==> src/rtl/freq_meter_pkg.sv <==
package freq_meter_pkg;
  typedef enum logic [1:0] {
    ST_IDLE   = 2'd0,
    ST_ARM    = 2'd1,
    ST_RUN    = 2'd2,
    ST_FINISH = 2'd3
  } fm_state_e;
endpackage

==> src/rtl/fm_tick_sync.sv <==
module fm_tick_sync (
  input  logic clk_i,
  input  logic rst_ni,
  input  logic ref_i,
  output logic pulse_o
);
  logic [1:0] sync_q;
  logic       prev_q;

  always_ff @(posedge clk_i or negedge rst_ni) begin
    if (!rst_ni) begin
      sync_q <= '0;
      prev_q <= 1'b0;
    end else begin
      sync_q <= {sync_q[0], ref_i};
      prev_q <= sync_q[1];
    end
  end

  assign pulse_o = sync_q[1] & ~prev_q;

  // a rising edge yields a single-cycle pulse
  assert_pulse_single_R9: assert property (@(posedge clk_i) disable iff (!rst_ni)
    pulse_o |=> !pulse_o);
endmodule

==> src/rtl/fm_prescaler.sv <==
module fm_prescaler #(
  parameter int unsigned DIV = 177
) (
  input  logic clk_i,
  input  logic rst_ni,
  input  logic clr_i,
  input  logic en_i,
  output logic evt_o
);
  localparam int unsigned PW = (DIV > 1) ? $clog2(DIV) : 1;
  localparam logic [PW-1:0] RELOAD = PW'(DIV - 1);

  generate
    if (DIV > 1) begin : g_div
      logic [PW-1:0] pre_q;
      always_ff @(posedge clk_i or negedge rst_ni) begin
        if (!rst_ni)               pre_q <= RELOAD;
        else if (clr_i)            pre_q <= RELOAD;
        else if (en_i) begin
          if (pre_q == '0)         pre_q <= RELOAD;
          else                     pre_q <= pre_q - 1'b1;
        end
      end
      assign evt_o = en_i && (pre_q == '0);

      // events are at least DIV cycles apart
      assert_evt_spacing_R4: assert property (@(posedge clk_i) disable iff (!rst_ni)
        evt_o |=> !evt_o);
    end else begin : g_bypass
      assign evt_o = en_i;
    end
  endgenerate
endmodule

==> src/rtl/fm_event_counter.sv <==
module fm_event_counter #(
  parameter int unsigned CNT_W = 16
) (
  input  logic             clk_i,
  input  logic             rst_ni,
  input  logic             clr_i,
  input  logic             inc_i,
  output logic [CNT_W-1:0] cnt_o,
  output logic             sat_o
);
  localparam logic [CNT_W-1:0] CNT_MAX = '1;

  always_ff @(posedge clk_i or negedge rst_ni) begin
    if (!rst_ni) begin
      cnt_o <= '0;
      sat_o <= 1'b0;
    end else if (clr_i) begin
      cnt_o <= '0;
      sat_o <= 1'b0;
    end else if (inc_i) begin
      if (cnt_o == CNT_MAX) sat_o <= 1'b1;
      else                  cnt_o <= cnt_o + 1'b1;
    end
  end

  assert_no_wrap_R8: assert property (@(posedge clk_i) disable iff (!rst_ni)
    !clr_i |=> cnt_o >= $past(cnt_o));
  assert_sat_at_max_R8: assert property (@(posedge clk_i) disable iff (!rst_ni)
    sat_o |-> cnt_o == CNT_MAX);
endmodule

==> src/rtl/fm_window.sv <==
module fm_window #(
  parameter int unsigned TICKS = 58
) (
  input  logic clk_i,
  input  logic rst_ni,
  input  logic load_i,
  input  logic dec_i,
  output logic at_open_o,
  output logic at_zero_o
);
  localparam int unsigned WW = $clog2(TICKS + 2);
  localparam logic [WW-1:0] PRELOAD = WW'(TICKS + 1);
  localparam logic [WW-1:0] OPEN_AT = WW'(TICKS);

  logic [WW-1:0] win_q;

  always_ff @(posedge clk_i or negedge rst_ni) begin
    if (!rst_ni)     win_q <= '0;
    else if (load_i) win_q <= PRELOAD;
    else if (dec_i)  win_q <= win_q - 1'b1;
  end

  // the edge that takes the counter from TICKS to TICKS-1 opens the window
  assign at_open_o = (win_q == OPEN_AT);
  assign at_zero_o = (win_q == '0);

  assert_win_range_R3: assert property (@(posedge clk_i) disable iff (!rst_ni)
    win_q <= PRELOAD);
  assert_no_underflow_R3: assert property (@(posedge clk_i) disable iff (!rst_ni)
    dec_i |-> win_q != '0);
endmodule

==> src/rtl/freq_meter.sv <==
module freq_meter
  import freq_meter_pkg::*;
#(
  parameter int unsigned PRESCALE_DIV = 177,
  parameter int unsigned WINDOW_TICKS = 58,
  parameter int unsigned CNT_W        = 16,
  parameter int unsigned FREQ_W       = 32,
  parameter int unsigned STEP_HZ      = 100000
) (
  input  logic              clk_i,
  input  logic              rst_ni,
  input  logic              start_i,
  input  logic              ref_i,
  output logic              busy_o,
  output logic              done_o,
  output logic [CNT_W-1:0]  count_o,
  output logic [FREQ_W-1:0] freq_hz_o,
  output logic              sat_o
);
  localparam logic [CNT_W-1:0]  CNT_MAX = '1;
  localparam logic [FREQ_W-1:0] STEP    = FREQ_W'(STEP_HZ);

  fm_state_e         state_q;
  logic              tick;
  logic              at_open, at_zero;
  logic              win_load, win_dec;
  logic              run, evt;
  logic [CNT_W-1:0]  ev_cnt;
  logic              ev_sat;
  logic [CNT_W:0]    cnt_rnd;
  logic [FREQ_W-1:0] freq_d;

  fm_tick_sync u_sync (
    .clk_i  (clk_i),
    .rst_ni (rst_ni),
    .ref_i  (ref_i),
    .pulse_o(tick)
  );

  assign win_load = (state_q == ST_IDLE) && start_i;
  assign win_dec  = tick && ((state_q == ST_ARM) || ((state_q == ST_RUN) && !at_zero));
  assign run      = (state_q == ST_RUN);

  fm_window #(.TICKS(WINDOW_TICKS)) u_window (
    .clk_i    (clk_i),
    .rst_ni   (rst_ni),
    .load_i   (win_load),
    .dec_i    (win_dec),
    .at_open_o(at_open),
    .at_zero_o(at_zero)
  );

  fm_prescaler #(.DIV(PRESCALE_DIV)) u_pre (
    .clk_i (clk_i),
    .rst_ni(rst_ni),
    .clr_i (win_load),
    .en_i  (run),
    .evt_o (evt)
  );

  fm_event_counter #(.CNT_W(CNT_W)) u_cnt (
    .clk_i (clk_i),
    .rst_ni(rst_ni),
    .clr_i (win_load),
    .inc_i (evt),
    .cnt_o (ev_cnt),
    .sat_o (ev_sat)
  );

  // round to nearest step: four counts per step
  assign cnt_rnd = {1'b0, ev_cnt} + (CNT_W+1)'(2);
  assign freq_d  = FREQ_W'(cnt_rnd >> 2) * STEP;

  always_ff @(posedge clk_i or negedge rst_ni) begin
    if (!rst_ni) begin
      state_q   <= ST_IDLE;
      done_o    <= 1'b0;
      count_o   <= '0;
      freq_hz_o <= '0;
      sat_o     <= 1'b0;
    end else begin
      done_o <= 1'b0;
      unique case (state_q)
        ST_IDLE: if (start_i) begin
          state_q   <= ST_ARM;
          count_o   <= '0;
          freq_hz_o <= '0;
          sat_o     <= 1'b0;
        end
        ST_ARM:  if (tick && at_open) state_q <= ST_RUN;
        ST_RUN:  if (tick && at_zero) state_q <= ST_FINISH;
        ST_FINISH: begin
          count_o   <= ev_cnt;
          freq_hz_o <= freq_d;
          sat_o     <= ev_sat;
          done_o    <= 1'b1;
          state_q   <= ST_IDLE;
        end
        default: state_q <= ST_IDLE;
      endcase
    end
  end

  assign busy_o = (state_q != ST_IDLE);

  assert_start_clears_R2: assert property (@(posedge clk_i) disable iff (!rst_ni)
    (start_i && !busy_o) |=> (busy_o && count_o == '0 && !sat_o));
  assert_busy_start_ignored_R2: assert property (@(posedge clk_i) disable iff (!rst_ni)
    (start_i && busy_o && !done_o && state_q != ST_FINISH) |=> busy_o);
  assert_done_pulse_R5: assert property (@(posedge clk_i) disable iff (!rst_ni)
    done_o |=> !done_o);
  assert_busy_fall_done_R5: assert property (@(posedge clk_i) disable iff (!rst_ni)
    $fell(busy_o) |-> done_o);
  assert_result_hold_R5: assert property (@(posedge clk_i) disable iff (!rst_ni)
    (!busy_o && !start_i) |=> ($stable(count_o) && $stable(freq_hz_o) && $stable(sat_o)));
  assert_sat_flag_R8: assert property (@(posedge clk_i) disable iff (!rst_ni)
    sat_o |-> count_o == CNT_MAX);
endmodule

==> config.mk <==
export PLATFORM = sky130hd
export DESIGN_NAME = freq_meter
export DESIGN_NICKNAME = d
export VERILOG_FILES = /design/src/rtl/freq_meter_pkg.sv /design/src/rtl/fm_tick_sync.sv /design/src/rtl/fm_prescaler.sv /design/src/rtl/fm_event_counter.sv /design/src/rtl/fm_window.sv /design/src/rtl/freq_meter.sv
export SDC_FILE = /design/constraint.sdc
export NUM_CORES = 1
export LEC_CHECK = 0
export ABC_AREA = 0
export BUFFER_PORTS_ARGS = -buffer_cell sky130_fd_sc_hd__buf_2
export CELL_PAD_IN_SITES_DETAIL_PLACEMENT = 1
export CELL_PAD_IN_SITES_GLOBAL_PLACEMENT = 2
export CORE_MARGIN = 5
export CORE_UTILIZATION = 33
export DETAILED_ROUTE_END_ITERATION = 16
export PLACE_DENSITY = 0.69
export SLEW_MARGIN = 20
export SYNTH_ARGS = -nofsm -noshare
export SYNTH_HDL_FRONTEND = slang
export SYNTH_HIERARCHICAL = 1
export SYNTH_SLANG_ARGS = --single-unit
==> constraint.sdc <==
create_clock -name clk_i -period 13.5 [get_ports clk_i]
set_input_delay 0.675 -clock clk_i [delete_from_list [all_inputs] [get_ports clk_i]]
set_output_delay 0.675 -clock clk_i [all_outputs]
set_load 0.03 [all_outputs]
==> metrics, run 1 <==
Period Utilization, post-route=48.1%; first drt pass iteration count=4; synth cell count leaders=inv_1, ha_1, dfrtp_1; H-tree depth=3; post-route ant nets=0; met1 Resource Use GR=21.4%; initial DRC count=152; startpoint types=flop; total inserted antenna cells=0; CTS clk-pin slew, worst paths=0.07 ns; post-cts gate resize count=0; top cell type's share of synthesized area=27.3%; CTS buffer count=9; Die Width=157 um; P per Cell Area=91.3 nW/um2; dpl cells=1,044; Max clock buf depth=2; Final Slew Violations=0; largest net degree at the start of global routing=59; status=complete, no violations; I/O Pins=55; Worst Hold Class=primary input to asynchronous set/reset pin; crit path time final=6.50 ns; max-cap violation count=0; wire per inst=17.1 um; I/O Buffers=49; vias in the first global route=5,697; CP required=13.72 ns; core area=21,200 um2; Critical Path Fanout Max=11; post-route design area=7980 um2; routability cong.=0.818; M2 GR Usage=25.2%; Synth area leader=dfrtp_1; FP Rows=53; type of element capturing the critical path=flop; mapped cell area=7140 um2; DP Area=7670 um2; DRC Markers=0; worst vdd ir=61.2 uV; fin worst setup slack=7.00 ns; unrepaired setup endpoints after global routing=false; synth unique cells=71; Avg Cell Area, Syn=9.70 um2; ys flop type=dfrtp_1; setup tns final=0 ns; mean number of vias per cell=4.98; critical path data arrival time=6.72 ns; Starting Density=33.7%; Syn Inst Count=736; Slew @ Worst Pin=0.863 ns; Synth async-reset ratio=100%; Nets=926; layout cells sized above 1=12.5%; worst-skew pair later-pin latency=0.35 ns; global route overflow=0; fmax=154 MHz; total track usage=15.4%; via count=5,276; CP Class=flop to flop; sequential area share after synthesis=28.4%; static leakage power=4.28 nW; final core occ=37.7%; final wirelength=18.1 mm; Finish-stage setup viols=0; Placement Setup Slack=6.98 ns; Max-slew headroom=42.1%; clk_skew=0.0101 ns; first-pass GRT wire length=30.4 mm; initial antenna violation count=0; Sink Count=81; hold bufs inserted after CTS=0; Total Die Area=24,700 um2; GR peak layer=met2; chip height=157 um; Yosys Warn Count=6; hpwl dp=14.3 mm; top-count cell post-synth=inv_1; Synth area leaders=dfrtp_1, ha_1, fa_1; final instance count without filler cells=1,060; CTS tree=done; area grow syn2layout=11.7%; EDFF count, synth=0; Setup Buffers After CTS=0; final hold vios=0; Fillers=2,450; Clk Tree Root Cell=clkbuf_16; register bit total from synthesis=81; met3 Usage GRT=1.81%
## cells in the final DEF (no fill, tap or decap), drive strengths merged, types with 13 or more instances in the layout
master / synthesis / layout
nand3: 16 / 16
fa: 38 / 38
o21ai: 31 / 31
a22o: 23 / 23
buf: 9 / 53
ha: 104 / 104
a21oi: 23 / 23
dfrtp: 78 / 78
nand2: 51 / 51
nor2: 28 / 28
nor3: 14 / 14
xor2: 20 / 20
a21o: 13 / 13
inv: 108 / 110
xnor2: 30 / 30
## where the power goes
part | leakage [nW] | switching (W) | total, W | internal (W)
sequential | 1.08 | 0.0000185 | 0.000280 | 0.000262
combinational | 3.06 | 0.000130 | 0.000185 | 0.0000549
clock | 0.143 | 0.000113 | 0.000263 | 0.000150
total | 4.28 | 0.000262 | 0.000728 | 0.000466
## flip-flops by register name (all words and copies together) (netlist names), 2 cells and up
name               count
state_q                2
count_o               16
u_window/win_q         6
u_sync/sync_q          2
u_cnt/cnt_o           16
u_pre/g_div.pre_q      8
freq_hz_o             27
## path summary, 6_finish.rpt
path	to	cells after the start	from	slack (ns)
worst min register to register	u_sync/sync_q[1]	0	u_sync/sync_q[0]	0.36
max in group asynchronous	freq_hz_o[5]	2	rst_ni	12.19
worst max register to register	freq_hz_o[29]	23	u_cnt/cnt_o[5]	7.00
min in group clk_i	u_sync/sync_q[1]	0	u_sync/sync_q[0]	0.36
worst min-delay path	freq_hz_o[27]	1	rst_ni	0.21
worst max-delay path	freq_hz_o[29]	23	u_cnt/cnt_o[5]	7.00
## critical path, stage by stage, from the launching register on
cell and delay, ns:
dfrtp_1 0.56, and3_1 0.23, and3_1 0.25, nand2_1 0.08, or2_2 0.34, nor2_1 0.13
xor2_1 0.35, ha_1 0.31, ha_1 0.30, inv_1 0.06, fa_1 0.52, inv_1 0.05
fa_1 0.53, inv_1 0.05, fa_1 0.53, inv_1 0.04, ha_1 0.36, and3_1 0.19
nand2_1 0.08, a2111oi_1 0.48, nand3b_1 0.21, o31ai_1 0.13, and4_1 0.21, or3_1 0.36
## final cells by class
| cell class | count | area, um2 | share of cell area, % |
|---|---|---|---|
| Clock buffer | 11 | 243 | 3.04 |
| Clock inverter | 5 | 62.6 | 0.784 |
| Inverter | 108 | 405 | 5.08 |
| Multi-Input combinational cell | 527 | 4610 | 57.8 |
| Sequential cell | 81 | 2030 | 25.5 |
| Tap cell | 275 | 344 | 4.31 |
| Timing Repair Buffer | 53 | 278 | 3.48 |
## cell families after synthesis
family / Yosys count / share of synthesized area [%]
xor gates and xnor gates: 50 / 6.13
DFF: 81 / 28.4
and+or+nand+nor: 191 / 14.8
muxes: 9 / 1.42
other: 1 / 0.0525
adders and majority gates: 142 / 28.9
buffers and inverters: 132 / 7.33
AOI/OAI and AO/OA: 130 / 12.9
## metal layers
| metal | routed length (um) | vias up |
|---|---|---|
| li1 | - | 2599 |
| met1 | 8860 | 2603 |
| met2 | 8520 | 60 |
| met3 | 433 | 14 |
| met4 | 272 | 0 |
| met5 | 0 | - |
## stage by stage
step	hold slack, ns	power (W)
floorplan	0.331	0.000411
global placement	0.338	0.000462
detailed placement	0.344	0.000474
CTS	0.207	0.000743
global route	0.234	0.000774
finish	0.214	0.000728
(Power assumes the default switching activity.)
==> run 2, diff against run 1 <==
--- a/config.mk
+++ b/config.mk
@@ -12,7 +12,7 @@
 export CORE_MARGIN = 5
 export CORE_UTILIZATION = 33
 export DETAILED_ROUTE_END_ITERATION = 16
-export PLACE_DENSITY = 0.69
+export PLACE_DENSITY = 0.71
 export SLEW_MARGIN = 20
 export SYNTH_ARGS = -nofsm -noshare
 export SYNTH_HDL_FRONTEND = slang
==> constraint.sdc (replaced) <==
create_clock -name clk_i -period 5.6 [get_ports clk_i]
set_input_delay 0.28 -clock clk_i [delete_from_list [all_inputs] [get_ports clk_i]]
set_output_delay 0.28 -clock clk_i [all_outputs]
set_load 0.03 [all_outputs]
==> metrics, run 2 (same netlist as run 1, synthesis figures left out) <==
status=complete, no violations; via count=5,504 (+4.3%); first-pass GRT wire length=30.7 mm (+1.0%); CP Launch Point=u_cnt/cnt_o[5]; type of element capturing the critical path=flop; final wirelength=18.7 mm (+3.6%); P_int=0.00113 W (+140%); post-route ant nets=0 (unchanged); fmax=183 MHz (+19%); fin worst setup slack=0.121 ns (-6.88 ns); chip height=157 um (unchanged); initial antenna violation count=0 (unchanged); area grow syn2layout=22.6%; I/O Buffers=49 (unchanged); CP required=5.81 ns (-7.91 ns); Total Die Area=24,700 um2 (unchanged); Starting Density=33.7% (unchanged); Fillers=2,395 (-2.2%); DR top layer=met4; metal3 WL=511 um (+18%); Net Sw Power=0.000645 W (+150%); worst setup path endpoint=freq_hz_o[31]; largest registers=freq_hz_o (27), count_o (16), u_cnt/cnt_o (16); clk_skew=0.0158 ns (+0.00573 ns); Slew @ Worst Pin=0.884 ns (+0.0212 ns); Biggest register=freq_hz_o; worst vdd ir=172 uV (+180%); CTS clk-pin slew, worst paths=0.07 ns (about the same); DRC Markers=0 (unchanged); reg-to-reg critical path startpoint=u_cnt/cnt_o[5]; CP Class=flop to flop; Period Utilization, post-route=97.8% (+50 points); Nets=973 (+5.1%); most common cell after layout, fill and taps aside=inv_1; initial DRC count=121 (-20%); first drt pass iteration count=4 (unchanged); Die Width=157 um (unchanged); startpoint types=flop; WL met1=8.73 mm (-1.5%); R2R cell count=23 (unchanged); WHS=0.0355 ns (-0.179 ns); mean number of vias per cell=4.97 (-0.11%); Final Slew Violations=0 (unchanged); met2 WL=9.17 mm (+7.7%); dpl cells=1,087 (+4.1%); most frequent cells in the layout=inv_1, ha_1, dfrtp_1; Sw Ratio=36.3% (+0.38 points); CTS tree=done; worst-skew pair later-pin latency=0.36 ns (about the same); P per Cell Area=203 nW/um2 (+120%); Reg-to-Reg End=freq_hz_o[31]; final instance count without filler cells=1,107 (+4.4%); Largest register FFs=27 (unchanged); Sink Count=81 (unchanged); final hold vios=0 (unchanged); I/O Pins=55 (unchanged); Critical Path Fanout Max=5 (-6); CTS buffer count=9 (unchanged); Max clock buf depth=2 (unchanged); clock power share=36.5% (+0.3 points); Combinational Power Share=25.5% (about the same); H-tree depth=3 (unchanged); vias in the first global route=5,977 (+4.9%); max-cap violation count=0 (unchanged); global route overflow=0 (unchanged); R2R Setup Slk=0.12 ns (-6.88 ns); hpwl dp=14.8 mm (+3.9%); total track usage=15.6% (+0.19 points); Max-slew headroom=40.6% (-1.4 points); static leakage power=4.52 nW (+5.5%); layout cells sized above 1=23.7% (+11 points); Worst path max stage delay=0.56 ns (about the same); unrepaired setup endpoints after global routing=true; crit path cell chain=and3_4 > and3_4 > nand2_1 > or2_4 > nor2_4 > xor2_4 > ha_4 > ha_4 > inv_2 > fa_1 > inv_1 > fa_1 > inv_1 > fa_1 > inv_2 > ha_4 > and3_4 > nand2_4 > nor2_1 > or4_4 > a221oi_2 > xnor2_1 > o21ai_1; Finish-stage setup viols=0 (unchanged); Worst Hold Class=primary input to flop; FP Rows=53 (unchanged); Seq pwr share=38.0% (-0.5 points); slowest stage cell on the critical path=or4_4; crit path time final=5.48 ns (-1.02 ns); core area=21,200 um2 (unchanged); total inserted antenna cells=0 (unchanged); Placement Setup Slack=-0.197 ns (-7.18 ns); wire per inst=16.9 um (-0.82%); largest net degree at the start of global routing=59 (unchanged); Clk Tree Root Cell=clkbuf_16; routability cong.=0.859 (+5.1%); critical path data arrival time=5.69 ns (-1.03 ns)
run 2: how the worst min path moves through the flow:
stage	depth (start not counted)	endpoint	slack, ns	start
after global placement	1	freq_hz_o[28]	0.21	rst_ni
after floorplan	0	count_o[0]	-0.02	rst_ni
final	1	u_sync/sync_q[0]	0.04	ref_i
after CTS	1	u_sync/sync_q[0]	0.02	ref_i
after global routing	1	u_sync/sync_q[0]	0.02	ref_i
after detailed placement	1	freq_hz_o[28]	0.22	rst_ni
run 2: routing by layer:
metal	vias to the layer above	track usage, %
met1	2706	20.6
met3	21	2.56
met2	74	26.7
li1	2703	-
met5	-	0
met4	0	3.89
run 2: per-stage QoR:
step	setup TNS, ns	util [%]	total power [W]	cell area (um2)
global route	-0.103	41.4	0.00189	8750
global placement	-0.0567	38.3	0.00110	8090
floorplan	0	-	0.000990	7260
detailed placement	-0.647	38.3	0.00115	8110
CTS	0	40.1	0.00181	8490
finish	0	41.4	0.00178	8750
run 2: what timing repair did:
item / CTS / global route
endpoints found under the setup margin: 6 / 7
setup buffers: 1 / 2
hold buffers: 1 / 0
hold endpoints to repair: 23 / 0
pin swaps: 4 / 16
gates resized for setup: 8 / 41
run 2: final cells by class:
cell class	instances	area, um2	share of cell area (%)
Clock buffer	10	239	2.73
Timing Repair Buffer	100	644	7.36
Tap cell	275	344	3.93
Clock inverter	6	73.8	0.844
Multi-Input combinational cell	527	5010	57.2
Inverter	108	405	4.63
Sequential cell	81	2040	23.3
run 2: power by group through the flow:
stage	clock network, W	logic, W	registers, W
floorplan	0	0.000310	0.000680
global placement	0	0.000422	0.000680
global route	0.000700	0.000510	0.000681
CTS	0.000677	0.000462	0.000674
finish	0.000649	0.000453	0.000675
detailed placement	0	0.000461	0.000686
run 2: critical path: cells and delay by family (launching register included):
kind	cells	cell delay, ns
AND/OR/NAND/NOR	9	1.73
buffers and inverters	4	0.20
flip-flops	1	0.36
AO/OA/AOI/OAI	2	0.37
XOR/XNOR	2	0.37
adder cells (fa/ha/maj)	6	2.30
==> run 3, diff against run 2 <==
--- a/config.mk
+++ b/config.mk
@@ -12,7 +12,7 @@
 export CORE_MARGIN = 5
 export CORE_UTILIZATION = 33
 export DETAILED_ROUTE_END_ITERATION = 16
-export PLACE_DENSITY = 0.71
+export PLACE_DENSITY = 0.69
 export SLEW_MARGIN = 20
 export SYNTH_ARGS = -nofsm -noshare
 export SYNTH_HDL_FRONTEND = slang
==> constraint.sdc (replaced) <==
create_clock -name clk_i -period 6.4 [get_ports clk_i]
set_input_delay 0.32 -clock clk_i [delete_from_list [all_inputs] [get_ports clk_i]]
set_output_delay 0.32 -clock clk_i [all_outputs]
set_load 0.03 [all_outputs]
==> metrics, run 3 (same netlist as run 1, synthesis figures left out) <==
layout cells sized above 1=14.2% (-9.5 points); crit path cell chain=ha_1 > nand3_1 > nor2_1 > xor2_1 > ha_1 > ha_1 > inv_1 > fa_1 > inv_1 > fa_1 > inv_1 > fa_1 > inv_1 > ha_1 > and3_2 > a221oi_2 > o221ai_1 > a32o_1 > a221oi_1 > xor2_1 > o21ai_0; first-pass GRT wire length=30.5 mm (-0.50%); CP required=6.61 ns (+0.80 ns); routability cong.=0.837 (-2.6%); I/O Buffers=49 (unchanged); total track usage=15.5% (-0.080 points); Max-slew headroom=39.9% (-0.71 points); Slew @ Worst Pin=0.894 ns (+0.0105 ns); Die Width=157 um (unchanged); type of element capturing the critical path=flop; fmax=166 MHz (-9.1%); Finish-stage setup viols=0 (unchanged); max-cap violation count=0 (unchanged); CTS tree=done; DRC Markers=0 (unchanged); Critical Path Fanout Max=10 (+5); final hold vios=0 (unchanged); hpwl dp=14.5 mm (-2.4%); Biggest register=freq_hz_o; Worst Hold Class=primary input to flop; Setup Buffers After CTS=0 (-1); FP Rows=53 (unchanged); via count=5,355 (-2.7%); worst-skew pair later-pin latency=0.36 ns (about the same); critical path data arrival time=6.24 ns (+0.55 ns); mean number of vias per cell=4.97 (about the same); static leakage power=4.37 nW (-3.3%); CTS buffer count=9 (unchanged); area grow syn2layout=13.4%; clk_skew=0.0150 ns (-0.000814 ns); CP Class=flop to flop; final instance count without filler cells=1,077 (-2.7%); chip height=157 um (unchanged); initial antenna violation count=0 (unchanged); wire per inst=17.2 um (+1.5%); vias in the first global route=5,803 (-2.9%); Placement Setup Slack=0.232 ns (+0.428 ns); most common cell after layout, fill and taps aside=inv_1; Sink Count=81 (unchanged); first drt pass iteration count=4 (unchanged); I/O Pins=55 (unchanged); Clk Tree Root Cell=clkbuf_16; Total Die Area=24,700 um2 (unchanged); worst vdd ir=148 uV (-14%); most frequent cells in the layout=inv_1, ha_1, dfrtp_1; Starting Density=33.7% (unchanged); Period Utilization, post-route=94.2% (-3.7 points); R2R Setup Slk=0.37 ns (+0.25 ns); slowest stage cell on the critical path=fa_1; core area=21,200 um2 (unchanged); startpoint types=flop; CTS clk-pin slew, worst paths=0.07 ns (about the same); Final Slew Violations=0 (unchanged); P per Cell Area=188 nW/um2 (-7.5%); Max clock buf depth=2 (unchanged); global route overflow=0 (unchanged); largest net degree at the start of global routing=47 (-20%); post-route ant nets=0 (unchanged); Nets=943 (-3.1%); Worst path max stage delay=0.53 ns (-0.03 ns); final wirelength=18.5 mm (-1.2%); unrepaired setup endpoints after global routing=false; total inserted antenna cells=0 (unchanged); initial DRC count=153 (+26%); dpl cells=1,060 (-2.5%); largest registers=freq_hz_o (27), count_o (16), u_cnt/cnt_o (16); crit path time final=6.03 ns (+0.549 ns); status=complete, no violations; Largest register FFs=27 (unchanged); fin worst setup slack=0.372 ns (+0.251 ns); setup tns final=0 ns (unchanged); Fillers=2,416 (+0.88%); H-tree depth=3 (unchanged)
==> run 3: layer usage <==
metal | part of all wire, % | global-route usage [%]
met5 | 0 | 0
met4 | 0.72 | 2.58
met1 | 47 | 20.5
met3 | 2.9 | 2.67
met2 | 49 | 27.1
==> run 3: per-stage QoR <==
step / util (%) / hold WS [ns] / total power [W] / cell area [um2]
final: 38.3 / 0.0744 / 0.00152 / 8100
after global routing: 38.3 / 0.0677 / 0.00162 / 8100
after CTS: 38.3 / 0.0633 / 0.00155 / 8090
after detailed placement: 36.8 / 0.333 / 0.00100 / 7790
after global placement: 36.8 / 0.320 / 0.000976 / 7790
after floorplan: - / 0.0244 / 0.000866 / 7150
==> run 3: path summary, 6_finish.rpt <==
path | startpoint | endpoint | depth (start not counted)
hold / removal | ref_i | u_sync/sync_q[0] | 1
max in group asynchronous | rst_ni | u_cnt/cnt_o[2] | 3
setup reg to reg | u_cnt/cnt_o[2] | freq_hz_o[30] | 21
setup / recovery | u_cnt/cnt_o[2] | freq_hz_o[30] | 21
hold reg to reg | u_sync/sync_q[0] | u_sync/sync_q[1] | 0
min in group asynchronous | rst_ni | freq_hz_o[29] | 2
==> run 3: cell type report <==
class	count	area, um2	share of cell area, %
Tap cell	275	344	4.25
Timing Repair Buffer	70	408	5.04
Clock inverter	4	52.6	0.649
Clock buffer	12	236	2.92
Inverter	108	405	5.01
Sequential cell	81	2030	25.1
Multi-Input combinational cell	527	4620	57.0
==> run 3: repair_timing <==
| item | in CTS | in global routing |
|---|---|---|
| gates resized for setup | 0 | 2 |
| endpoints found under the setup margin | 0 | 4 |
| endpoints found under the hold margin | 35 | 0 |
| hold buffers | 1 | 0 |
==> run 3: where the power goes <==
part	leakage (nW)	switching [W]	internal (W)	total, W
registers	1.08	0.0000380	0.000552	0.000590
clock network	0.141	0.000232	0.000305	0.000536
logic	3.15	0.000279	0.000116	0.000395
==> run 3: critical path: cells and delay by family (launching register included) <==
kind | cells | cell delay (ns)
buf+inv | 4 | 0.21
xor+xnor | 2 | 0.47
flops | 1 | 0.47
fa+ha+maj | 7 | 2.79
simple gates | 3 | 0.59
compound gates | 5 | 1.35
